==> src/rtl/stk_pkg.sv <==
package stk_pkg;
    typedef enum logic [1:0] {
        OP_NONE = 2'b00,
        OP_PUSH = 2'b01,
        OP_POP  = 2'b10,
        OP_SWAP = 2'b11
    } stk_op_e;

    typedef enum logic [1:0] {
        ST_IDLE = 2'd0,
        ST_RUN  = 2'd1,
        ST_DONE = 2'd2
    } stk_state_e;
endpackage

==> src/rtl/stk_wrap_step.sv <==
module stk_wrap_step #(
    parameter int ADDR_W = 16
) (
    input  logic [ADDR_W-1:0] base_i,
    input  logic signed [1:0] delta_i,
    output logic [ADDR_W-1:0] sum_o
);
    logic [ADDR_W-1:0] delta_ext;
    assign delta_ext = {{(ADDR_W-2){delta_i[1]}}, delta_i};
    // the sum is truncated to ADDR_W bits, which gives the modulo wrap
    assign sum_o = base_i + delta_ext;
endmodule

==> src/rtl/stk_lane_pick.sv <==
module stk_lane_pick #(
    parameter int BYTE_W = 8,
    parameter int LANES  = 2,
    localparam int SEL_W = (LANES > 1) ? $clog2(LANES) : 1
) (
    input  logic [LANES*BYTE_W-1:0] word_i,
    input  logic [SEL_W-1:0]        sel_i,
    output logic [BYTE_W-1:0]       byte_o
);
    logic [BYTE_W-1:0] lane_arr [LANES];
    for (genvar g = 0; g < LANES; g++) begin : g_lane
        assign lane_arr[g] = word_i[g*BYTE_W +: BYTE_W];
    end
    assign byte_o = lane_arr[sel_i];
endmodule

==> src/rtl/stk_lane_merge.sv <==
module stk_lane_merge #(
    parameter int BYTE_W = 8,
    parameter int LANES  = 2,
    localparam int SEL_W = (LANES > 1) ? $clog2(LANES) : 1
) (
    input  logic [LANES*BYTE_W-1:0] word_i,
    input  logic [SEL_W-1:0]        sel_i,
    input  logic [BYTE_W-1:0]       byte_i,
    output logic [LANES*BYTE_W-1:0] word_o
);
    for (genvar g = 0; g < LANES; g++) begin : g_lane
        assign word_o[g*BYTE_W +: BYTE_W] =
            (sel_i == SEL_W'(g)) ? byte_i : word_i[g*BYTE_W +: BYTE_W];
    end
endmodule

==> src/rtl/stack_word_seq.sv <==
module stack_word_seq
    import stk_pkg::*;
#(
    parameter int ADDR_W = 16,
    parameter int BYTE_W = 8
) (
    input  logic                clk,
    input  logic                rst_n,
    input  logic                op_valid,
    input  logic [1:0]          op_code,
    input  logic [ADDR_W-1:0]   sp_in,
    input  logic [2*BYTE_W-1:0] word_in,
    output logic                mem_req,
    output logic                mem_we,
    output logic [ADDR_W-1:0]   mem_addr,
    output logic [BYTE_W-1:0]   mem_wdata,
    input  logic                mem_ready,
    input  logic [BYTE_W-1:0]   mem_rdata,
    output logic                done,
    output logic                busy,
    output logic [2*BYTE_W-1:0] result,
    output logic [ADDR_W-1:0]   sp_out
);
    localparam int LANES  = 2;
    localparam int WORD_W = LANES * BYTE_W;
    localparam int SEL_W  = $clog2(LANES);

    typedef struct packed {
        stk_state_e        st;
        stk_op_e           op;
        logic [1:0]        step;
        logic [ADDR_W-1:0] ptr;
        logic [WORD_W-1:0] wr_word;
        logic [WORD_W-1:0] rd_word;
    } regs_t;

    regs_t r_d, r_q;

    logic              is_push, is_pop, is_swap, last_step, wr_now;
    logic [SEL_W-1:0]  lane_sel;
    logic signed [1:0] addr_delta;
    logic [ADDR_W-1:0] acc_addr, ptr_plus1;
    logic [BYTE_W-1:0] wr_byte;
    logic [WORD_W-1:0] rd_merged;

    assign is_push = (r_q.op == OP_PUSH);
    assign is_pop  = (r_q.op == OP_POP);
    assign is_swap = (r_q.op == OP_SWAP);
    // push stores the high lane first; pop and exchange begin with the low lane
    assign lane_sel   = is_push ? ~r_q.step[0] : r_q.step[0];
    assign addr_delta = is_push ? -2'sd1 : ((is_swap && r_q.step[0]) ? 2'sd1 : 2'sd0);
    assign last_step  = is_swap ? (r_q.step == 2'd3) : (r_q.step == 2'd1);
    // exchange writes only in steps 2 and 3, after both reads
    assign wr_now     = is_push | (is_swap & r_q.step[1]);

    stk_wrap_step #(.ADDR_W(ADDR_W)) u_addr (
        .base_i(r_q.ptr), .delta_i(addr_delta), .sum_o(acc_addr));
    stk_wrap_step #(.ADDR_W(ADDR_W)) u_incr (
        .base_i(r_q.ptr), .delta_i(2'sd1), .sum_o(ptr_plus1));
    stk_lane_pick #(.BYTE_W(BYTE_W), .LANES(LANES)) u_pick (
        .word_i(r_q.wr_word), .sel_i(lane_sel), .byte_o(wr_byte));
    stk_lane_merge #(.BYTE_W(BYTE_W), .LANES(LANES)) u_merge (
        .word_i(r_q.rd_word), .sel_i(lane_sel), .byte_i(mem_rdata), .word_o(rd_merged));

    always_comb begin
        r_d = r_q;
        unique case (r_q.st)
            ST_IDLE: begin
                if (op_valid && (op_code != OP_NONE)) begin
                    r_d.st      = ST_RUN;
                    r_d.op      = stk_op_e'(op_code);
                    r_d.step    = 2'd0;
                    r_d.ptr     = sp_in;
                    r_d.wr_word = word_in;
                end
            end
            ST_RUN: begin
                if (mem_ready) begin
                    if (!wr_now) r_d.rd_word = rd_merged;
                    if (is_push)     r_d.ptr = acc_addr;
                    else if (is_pop) r_d.ptr = ptr_plus1;
                    r_d.step = r_q.step + 2'd1;
                    if (last_step) r_d.st = ST_DONE;
                end
            end
            default: r_d.st = ST_IDLE;
        endcase
    end

    always_ff @(posedge clk) begin
        if (!rst_n) r_q <= '0;
        else        r_q <= r_d;
    end

    assign mem_req   = (r_q.st == ST_RUN);
    assign mem_we    = wr_now;
    assign mem_addr  = acc_addr;
    assign mem_wdata = wr_byte;
    assign done      = (r_q.st == ST_DONE);
    assign busy      = (r_q.st != ST_IDLE);
    assign result    = r_q.rd_word;
    assign sp_out    = r_q.ptr;

    p_req_hold_r7: assert property (@(posedge clk) disable iff (!rst_n)
        mem_req && !mem_ready |=> mem_req && $stable(mem_addr) && $stable(mem_we) && $stable(mem_wdata));
    p_done_pulse_r8: assert property (@(posedge clk) disable iff (!rst_n)
        done |=> !done && !busy);
    p_done_after_accept_r8: assert property (@(posedge clk) disable iff (!rst_n)
        done |-> $past(mem_req && mem_ready));
    p_pop_read_only_r3: assert property (@(posedge clk) disable iff (!rst_n)
        mem_req && is_pop |-> !mem_we);
    p_idle_quiet_r9: assert property (@(posedge clk) disable iff (!rst_n)
        !busy |-> !mem_req);
endmodule

==> config.mk <==
export PLATFORM = sky130hd
export DESIGN_NAME = stack_word_seq
export DESIGN_NICKNAME = d
export VERILOG_FILES = /design/src/rtl/stk_pkg.sv /design/src/rtl/stk_wrap_step.sv /design/src/rtl/stk_lane_pick.sv /design/src/rtl/stk_lane_merge.sv /design/src/rtl/stack_word_seq.sv
export SDC_FILE = /design/constraint.sdc
export NUM_CORES = 1
export LEC_CHECK = 0
export CORE_MARGIN = 1.5
export CORE_UTILIZATION = 45
export CTS_BUF_LIST = sky130_fd_sc_hd__clkbuf_8
export CTS_CLUSTER_DIAMETER = 30
export DETAILED_ROUTE_END_ITERATION = 8
export DONT_BUFFER_PORTS = 1
export PLACE_DENSITY = 0.6
export SKIP_CTS_REPAIR_TIMING = 1
export SLEW_MARGIN = 20
export SYNTH_ARGS = -nofsm -noshare
export SYNTH_HDL_FRONTEND = slang
export SYNTH_SLANG_ARGS = --single-unit
==> constraint.sdc <==
create_clock -name clk -period 4.95 [get_ports clk]
set_clock_uncertainty 0.1 [all_clocks]
set_input_delay 1.2375 -clock clk [delete_from_list [all_inputs] [get_ports clk]]
set_output_delay 1.2375 -clock clk [all_outputs]
set_load 0.03 [all_outputs]
Word-level counts from Yosys, hierarchy flattened
Cells that the tools add are included.
- word-level logic and storage cells: 55
- bits in registers: 54
- output and inout bits: 60
- bits of input ports: 46
- magnitude comparators: 1
- muxes and demuxes: 15
- reduce and logical (&&, ||, !) cells: 12
- add/sub/neg operators: 3
- eq/ne operators: 11
- bitwise gates (word level): 6
- operators by type and width (kind ; number):
    38-bit 2-to-1 mux ; 1
    18-bit case mux with 2 select lines ; 1
    16-bit 2-to-1 mux ; 2
    8-bit 2-to-1 mux ; 3
    18-bit 2-to-1 mux ; 1
    16-bit by 1-bit adder with 16-bit output (second input constant) ; 1
    16-bit adder ; 1
    4-bit AND reduction ; 3
    2-bit == test (second input constant) ; 4
    2-bit by 1-bit == test with 1-bit output (second input constant) ; 3
    2-bit 2-to-1 mux ; 3
    3-bit AND reduction ; 2
    2-bit nonzero test ; 3
    2-bit by 1-bit != test with 1-bit output (second input constant) ; 2
    2-bit case mux with 2 select lines ; 1
    1-bit 2-to-1 mux ; 3
    3-bit by 1-bit != test with 1-bit output (second input constant) ; 1
    1-bit NOT ; 3
    2-bit by 1-bit adder with 2-bit output (second input constant) ; 1
    2-bit greater-or-equal comparator (second input constant) ; 1
    1-bit logical AND ; 2
    2-bit zero test ; 1
    2-bit != test (second input constant) ; 1
    1-bit NOT with 2-bit output ; 1
    other kinds (3) ; 3

Depth between registers and ports, before layout
Gate-level depths: netlist of the first run.
- depth in word-level cells: 8
- gate-level depth with buffers: 11
- gate-level depth less buffers: 10

By module
From an unflattened synthesis of the first run, not the netlist that was laid out.
- cell total of the unflattened synthesis: 533
- area total of the unflattened synthesis: 4685.7 µm²
- by module, submodules not included (module ; cells each ; instances ; sequential area each (µm²) ; area each (µm²)):
    stack_word_seq ; 304 ; 1 ; 1081.0 ; 2775.2
    stk_wrap_step at u_incr ; 104 ; 1 ; 0.0 ; 805.8
    stk_wrap_step at u_addr ; 98 ; 1 ; 0.0 ; 724.4
    stk_lane_merge ; 18 ; 1 ; 0.0 ; 249.0
    stk_lane_pick ; 9 ; 1 ; 0.0 ; 131.4

Worst setup path before layout of the first run
Ideal clock, no wire load.
- path kind: register to output
- from: register r_q[51] (netlist name)
- to: output port mem_addr[6]
- buffers on the path: 2
- arrival time: 3061 ps
- stages on the path, launching flop included: 10
- required time: 3613 ps
- setup slack: 552 ps
- cells stage by stage: dfxtp_1 nand2b_1 clkbuf_1 clkbuf_1 xnor2_1 ha_1 or4_1 or4_1 o21ai_0 xor2_1
- cells in the longest elaborated chain, start to end: 5
- elaborated cells between the ends (all ways): 6
- those cells by class: 1 x add/sub; 2 x eq/ne; 2 x mux; 1 x reduce/logical
- RTL lines (element ; RTL line ; text):
    start: declaration ; stack_word_seq.sv:37 ; regs_t r_d, r_q;
    start signal: assignment ; stack_word_seq.sv:92 ; else r_q <= r_d;
    2-bit == test ; stack_word_seq.sv:48 ; assign is_swap = (r_q.op == OP_SWAP);
    1-bit logical AND ; stack_word_seq.sv:51 ; assign addr_delta = is_push ? -2'sd1 : ((is_swap && r_q.step[0]) ? 2'sd1 : 2'sd0);
    1-bit 2-to-1 mux ; stack_word_seq.sv:51 ;
    2-bit 2-to-1 mux * ; stack_word_seq.sv:51 ;
    16-bit adder * ; stk_wrap_step.sv:11 ; assign sum_o = base_i + delta_ext;
    end: declaration ; stack_word_seq.sv:15 ; output logic [ADDR_W-1:0] mem_addr,
Mark *: on every way between the ends. The rest lies on a longest branch, timed or not.

Final worst setup path of the first run
- from: register r_q, in the netlist sp_out[1]
- to: output port mem_addr[14]
- cells in the longest elaborated chain, start to end: 1
- RTL lines (element ; RTL line):
    16-bit adder ; stk_wrap_step.sv:11
No other way between the ends.

==> results.py, run 1 <==
metrics = {
    "detailed_routing": {
        "drcViolationCount": 0,
        "vias": 3121,
        "vias_per_cell": 5.89,
        "drt-initial-drc-count": 198,
        "drt-total-wl_um": 9330,
        "routedWlPerCell_um": 17.6,
        "ant_nets": 0,
        "dr.pass1.iters": 4,
    },
    "clocking": {
        "clk_pin_slew_ns": 0.11,
        "tritoncts_num_sinks": 54,
        "clockRootBuffer": "clkbuf_8",
        "insertion_delay_ns": 0.32,
        "clk_path_buf_depth": 2,
        "h-tree-depth": 2,
        "numCtsBuffers": 5,
        "cts_tree": "built",
    },
    "power": {
        "p_leak_uw": 0.00129,
        "combinationalPowerShare_pct": 24.0,
        "sw_frac_of_total_pct": 36.1,
        "internal_power_uw": 696,
        "power_switching_uw": 393,
        "max-vdd-ir-drop_uv": 142,
        "p_clk_share_pct": 28.5,
        "seq_power_share_pct": 47.5,
        "power_density_nw_per_um2": 307,
    },
    "layout": {
        "nets": 477,
        "stdcell_area_sq_um": 3550,
        "antenna_cells": 0,
        "area_growth_pct": -0.457,
        "drive_above_1_share_pct": 9.11,
    },
    "setup_path": {
        "crit_path_top_delay_cell": "dfxtp_1",
        "arrival_ns": 3.14,
        "required_ns": 3.61,
        "crit_path_end_kind": "output port",
        "slowest_delay_ns": 0.78,
        "reg2reg_depth": 8,
        "cp_num_cells": 8,
        "start_kind": "register",
        "worst-path-buf-inv": 1,
        "cpLargestDelayFamily": "flip-flops",
        "cpMostUsedCell": "xnor2_1",
        "cp_max_fo": 13,
        "crit_type": "register to output port",
        "path_cells": "xnor2_1, ha_1, or4_1, o21ai_0, a2bb2o_1, mux2i_1, xnor2_1, buf_4",
    },
    "min_path": {
        "min_path_cells": 2,
        "holdCritPathClass": "register to register",
    },
    "place": {
        "globalplace.congestion": 0.898,
        "port-buffer-count": 0,
        "hpwlAfterDp_um": 6690,
        "dpl_cell_area_sq_um": 3440,
    },
    "timing": {
        "slew_headroom_pct": 38.4,
        "max_slew.worst_pin.slew_ns": 0.921,
        "setup_viol": 0,
        "final_hold_viol_count": 0,
        "period_minus_slack_ns": 4.48,
        "final.setup.tns_ns": 0,
        "fin_crit_sh_pct": 90.4,
        "rsz0062_at_grt": "no",
        "finalMaxSlewViolations": 0,
        "max_freq_ghz": 0.223,
        "whs_ns": 0.358,
    },
    "synth": {
        "synth_edf_count": 0,
        "async_reset_ff_share_pct": 0,
        "yosys.area.top_type_share_pct": 30.3,
        "netlist_instances": 467,
        "ys_top_cells_by_area": "dfxtp_1 (30%), nand2_1 (7.0%), buf_4 (6.7%), a21oi_1 (6.0%), mux2i_1 (5.3%)",
        "ys_types": 56,
        "synth_top_family_by_area": "simple AND/OR/NAND/NOR gates",
        "ys_seq_area_share_pct": 30.3,
        "netlist_area_sq_um": 3560,
        "synth_seq_cells": 54,
        "synthFlopType": "dfxtp_1",
        "synthSimpleGateAreaFrac_pct": 24.5,
        "ys_warn_count": 0,
        "synth_fa_ha_area_share_pct": 1.40,
        "syn_area_per_cell_sq_um": 7.63,
        "synth_compound_area_share_pct": 19.2,
        "synth_top_area_cell": "dfxtp_1",
        "muxShareOfSynthArea_pct": 8.18,
        "synth-xor-area-share_pct": 4.92,
        "synth.net_count": 517,
    },
    "global_route": {
        "first_global_vias": 2901,
        "antenna_found_initial": 0,
        "grt_max_degree": 51,
        "grt_pass1_wl_um": 14800,
        "overflow": 0,
        "grt_usage_pct": 21.9,
    },
    "floorplan": {
        "dieArea_sq_um": 8460,
        "initial_core_util_pct": 46.3,
        "core_sq_um": 7690,
        "die_w_um": 92.0,
        "io_pins": 106,
        "die_h_um": 92.0,
        "num_rows": 32,
    },
    "outcome": {
        "outcome": "completed",
    },
    "run": {
        "cap_violations": 0,
    },
}
==> cell type report <==
type | instances | area [sq um]
clock buffers | 5 | 68.8
clock inverters | 3 | 41.3
fillers | 792 | 4140
inverters | 7 | 26.3
multi-input cells | 343 | 2080
flip-flops and latches | 54 | 1080
well taps | 102 | 128
repair buffers | 16 | 120
==> per-layer routing <==
metal	wire length, um	vias to the layer above	track usage [%]	part of all wire [%]
met5	0	-	0	0
met4	132	0	6.15	1.4
met3	694	13	5.80	7.4
met2	4400	111	35.4	47
met1	4110	1469	28.6	44
li1	-	1528	-	-
==> synth_stat cells (3+ instances only) <==
library cell	number
o21ai_0	19
nor4_1	5
or4_1	8
nand2b_1	4
inv_1	5
nor2_1	45
xnor2_1	14
clkbuf_1	19
a21oi_1	43
buf_2	5
mux2i_1	19
nor3_1	14
a31oi_1	6
dfxtp_1	54
or3_1	7
xor2_1	6
a221oi_1	3
mux2_2	9
buf_4	32
a22o_1	5
ha_1	4
nand2_1	66
nand3_1	11
buf_1	4
nand4_1	3
o22ai_1	4
nor4b_1	5
a22oi_1	5
and2_1	4
a21o_1	5
==> power by group through the flow <==
stage | Combinational (uW) | Sequential (uW) | Clock (uW)
detailed placement | 261 | 527 | 0
global route | 285 | 522 | 333
finish | 261 | 517 | 310
floorplan | 265 | 481 | 0
CTS | 261 | 517 | 313
global placement | 258 | 526 | 0
==> sequential cells by signal, summed over array words and instances (netlist names) <==
signal and cells:
r_q 22, result 16, sp_out 16
==> worst register-to-register path, stage by stage, from the launching register on <==
cell	delay, ns
dfxtp_1	0.78
xnor2_1	0.19
ha_1	0.31
or4_1	0.54
nor4b_1	0.44
a21oi_1	0.11
or3_1	0.33
a21o_1	0.16
a31oi_1	0.11
==> metrics by stage <==
| stage | setup slack (ns) | total power (uW) | util (%) | instances |
|---|---|---|---|---|
| final | 0.474 | 1090 | 46.1 | 530 |
| after global routing | 0.319 | 1140 | 46.1 | 530 |
| after CTS | 0.536 | 1090 | 46.1 | 530 |
| after detailed placement | 0.887 | 788 | 44.7 | 522 |
| after global placement | 0.974 | 784 | 44.7 | 522 |
| after floorplan | 0.552 | 746 | - | 467 |
==> cell families (layout without fill, tap and decap cells) <==
group	count (synthesis)	count (layout)
simple gates	183	183
compound gates	108	108
buf+inv	70	31
flops	54	54
mux	28	28
xor+xnor	20	20
fa+ha+maj	4	4
==> cells in the final DEF (no fill, tap or decap), types with 4 or more instances in the layout <==
cell / n
nand2_1: 66
nor4_1: 5
dfxtp_1: 54
nand3_1: 11
o21ai_0: 19
a22oi_1: 5
buf_4: 16
xnor2_1: 14
ha_1: 4
a22o_1: 5
nor3_1: 13
nor2_1: 45
xor2_1: 6
mux2i_1: 19
nor4b_1: 5
a31oi_1: 6
inv_1: 6
clkbuf_8: 5
a21oi_1: 43
or3_1: 7
nand2b_1: 4
and2_1: 4
o22ai_1: 4
a21o_1: 5
mux2_2: 9
or4_1: 8
==> worst paths after layout <==
kind                   from           end  slack [ns]
setup / recovery  sp_out[1]  mem_addr[14]        0.47
setup reg to reg  sp_out[1]    sp_out[12]        1.83
hold reg to reg     r_q[18]       r_q[18]        0.36
hold / removal      r_q[18]       r_q[18]        0.36
No activity file was read; power rests on OpenSTA's default activity.
==> run 2, diff against run 1 <==
Settings changed: SETUP_SLACK_MARGIN set to 0.5.
==> run 2 against run 1 <==
Flip-flop and latch count did not move. Critical path type unchanged. Largest cell class unchanged. Core utilization rose by 0.16 points. Setup slack better by 0.17 ns. Register-to-register slack better by 0.10 ns. Critical path depth fell by 2. Sequential power barely moved. Die area unchanged. Clock-buffer cell count unchanged.
==> results.py, run 2 (synthesis gave the netlist of run 1 again) <==
metrics = {
    "global_route": {
        "overflow": 0,
        "grt_usage_pct": 21.9,
        "grt_max_degree": 51,
        "first_global_vias": 2901,
        "antenna_found_initial": 0,
        "grt_pass1_wl_um": 14800,
    },
    "setup_path": {
        "reg2reg_depth": 8,
        "reg2reg_to": "sp_out[13]",
        "critPathCapture": "mem_addr[15]",
        "r2r_start": "r_q[52]",
        "worst-path-buf-inv": 1,
        "arrival_ns": 2.96,
        "crit_type": "register to output port",
        "slowest_delay_ns": 0.58,
        "cpLargestDelayFamily": "simple AND/OR/NAND/NOR gates",
        "path_cells": "or3_4, or3_1, or4_1, a22oi_1, xnor2_1, buf_4",
        "crit_path_top_delay_cell": "dfxtp_1",
        "crit_path_end_kind": "output port",
        "r2r_setup_slack_ns": 1.93,
        "cp_num_cells": 6,
        "cp_max_fo": 15,
        "startpoint": "sp_out[8]",
        "start_kind": "register",
        "required_ns": 3.61,
    },
    "layout": {
        "nets": 477,
        "final_cells": 530,
        "fillers": 790,
        "drive_above_1_share_pct": 9.81,
        "multiInputGateArea_sq_um": 2090,
        "largest_reg_flops": 22,
        "finalCoreUtilization_pct": 46.3,
        "register_area_sq_um": 1080,
        "antenna_cells": 0,
        "layout_commonest_cell": "nand2_1",
        "area_growth_pct": -0.105,
        "final_cell_mix": "nand2_1 (66), dfxtp_1 (53), nor2_1 (45)",
        "regMostFlops": "r_q",
    },
    "clocking": {
        "clk_path_buf_depth": 2,
        "numCtsBuffers": 5,
        "insertion_delay_ns": 0.32,
        "h-tree-depth": 2,
        "clockRootBuffer": "clkbuf_8",
        "cts_tree": "built",
        "tritoncts_num_sinks": 54,
        "clk_pin_slew_ns": 0.11,
    },
    "floorplan": {
        "core_sq_um": 7690,
        "num_rows": 32,
        "die_h_um": 92.0,
        "io_pins": 106,
        "dieArea_sq_um": 8460,
        "die_w_um": 92.0,
        "initial_core_util_pct": 46.3,
    },
    "power": {
        "power_density_nw_per_um2": 306,
        "max-vdd-ir-drop_uv": 142,
        "p_leak_uw": 0.00130,
    },
    "detailed_routing": {
        "drt-total-wl_um": 9330,
        "drcViolationCount": 0,
        "vias": 3119,
        "ant_nets": 0,
        "dr.pass1.iters": 4,
        "vias_per_cell": 5.88,
        "routedWlPerCell_um": 17.6,
        "drt-initial-drc-count": 191,
    },
    "timing": {
        "final_hold_viol_count": 0,
        "setup_viol": 0,
        "whs_ns": 0.358,
        "fin_crit_sh_pct": 86.9,
        "final.setup.tns_ns": 0,
        "slew_headroom_pct": 38.3,
        "finalMaxSlewViolations": 0,
        "rsz0062_at_grt": "yes",
        "setup_slack_ns": 0.648,
        "max_freq_ghz": 0.232,
        "period_minus_slack_ns": 4.30,
        "max_slew.worst_pin.slew_ns": 0.918,
    },
    "outcome": {
        "outcome": "completed",
    },
    "place": {
        "pre_cts_slack_ns": 0.887,
        "hpwlAfterDp_um": 6690,
        "port-buffer-count": 0,
        "dp.cells": 522,
        "globalplace.congestion": 0.898,
    },
    "min_path": {
        "holdCritPathClass": "register to register",
    },
    "run": {
        "cap_violations": 0,
    },
}
-- run 2: how the worst min path moves through the flow --
| stage | start | endpoint | slack [ns] | depth (start not counted) |
|---|---|---|---|---|
| global placement | r_q[30] | r_q[30] | 0.34 | 2 |
| global route | r_q[25] | r_q[25] | 0.39 | 2 |
| detailed placement | r_q[22] | r_q[22] | 0.35 | 2 |
| CTS | r_q[22] | r_q[22] | 0.36 | 2 |
| finish | r_q[18] | r_q[18] | 0.36 | 2 |
| floorplan | r_q[16] | r_q[16] | 0.33 | 2 |
-- run 2: worst min-delay path: stages, from the launching register on --
cell     delay, ns
dfxtp_1       0.32
nand2_1       0.05
a21oi_1       0.05
-- run 2: layout make-up --
cell class              count  share of cell area, %
multi-input cells         343                   58.8
flip-flops and latches     54                   30.4
well taps                 102                   3.59
repair buffers             16                   3.38
clock buffers               5                   1.93
clock inverters             3                   1.16
inverters                   7                  0.738
-- run 2: where the power goes --
part	switching, uW	total [uW]	internal [uW]
logic	172	263	91.2
clock network	158	307	149
registers	60.3	517	457
-- run 2: through the flow --
stage,total power (uW),area (sq um)
after CTS,1090,3550
after detailed placement,788,3440
after global placement,784,3440
final,1090,3560
after floorplan,746,3560
after global routing,1140,3560
-- run 2: layer usage --
metal,GRT usage [%],vias to the layer above,share of wire (%)
met1,28.6,1446,44
met4,6.15,0,1.6
li1,-,1530,-
met3,5.80,14,8.6
met5,0,-,0
met2,35.4,129,46
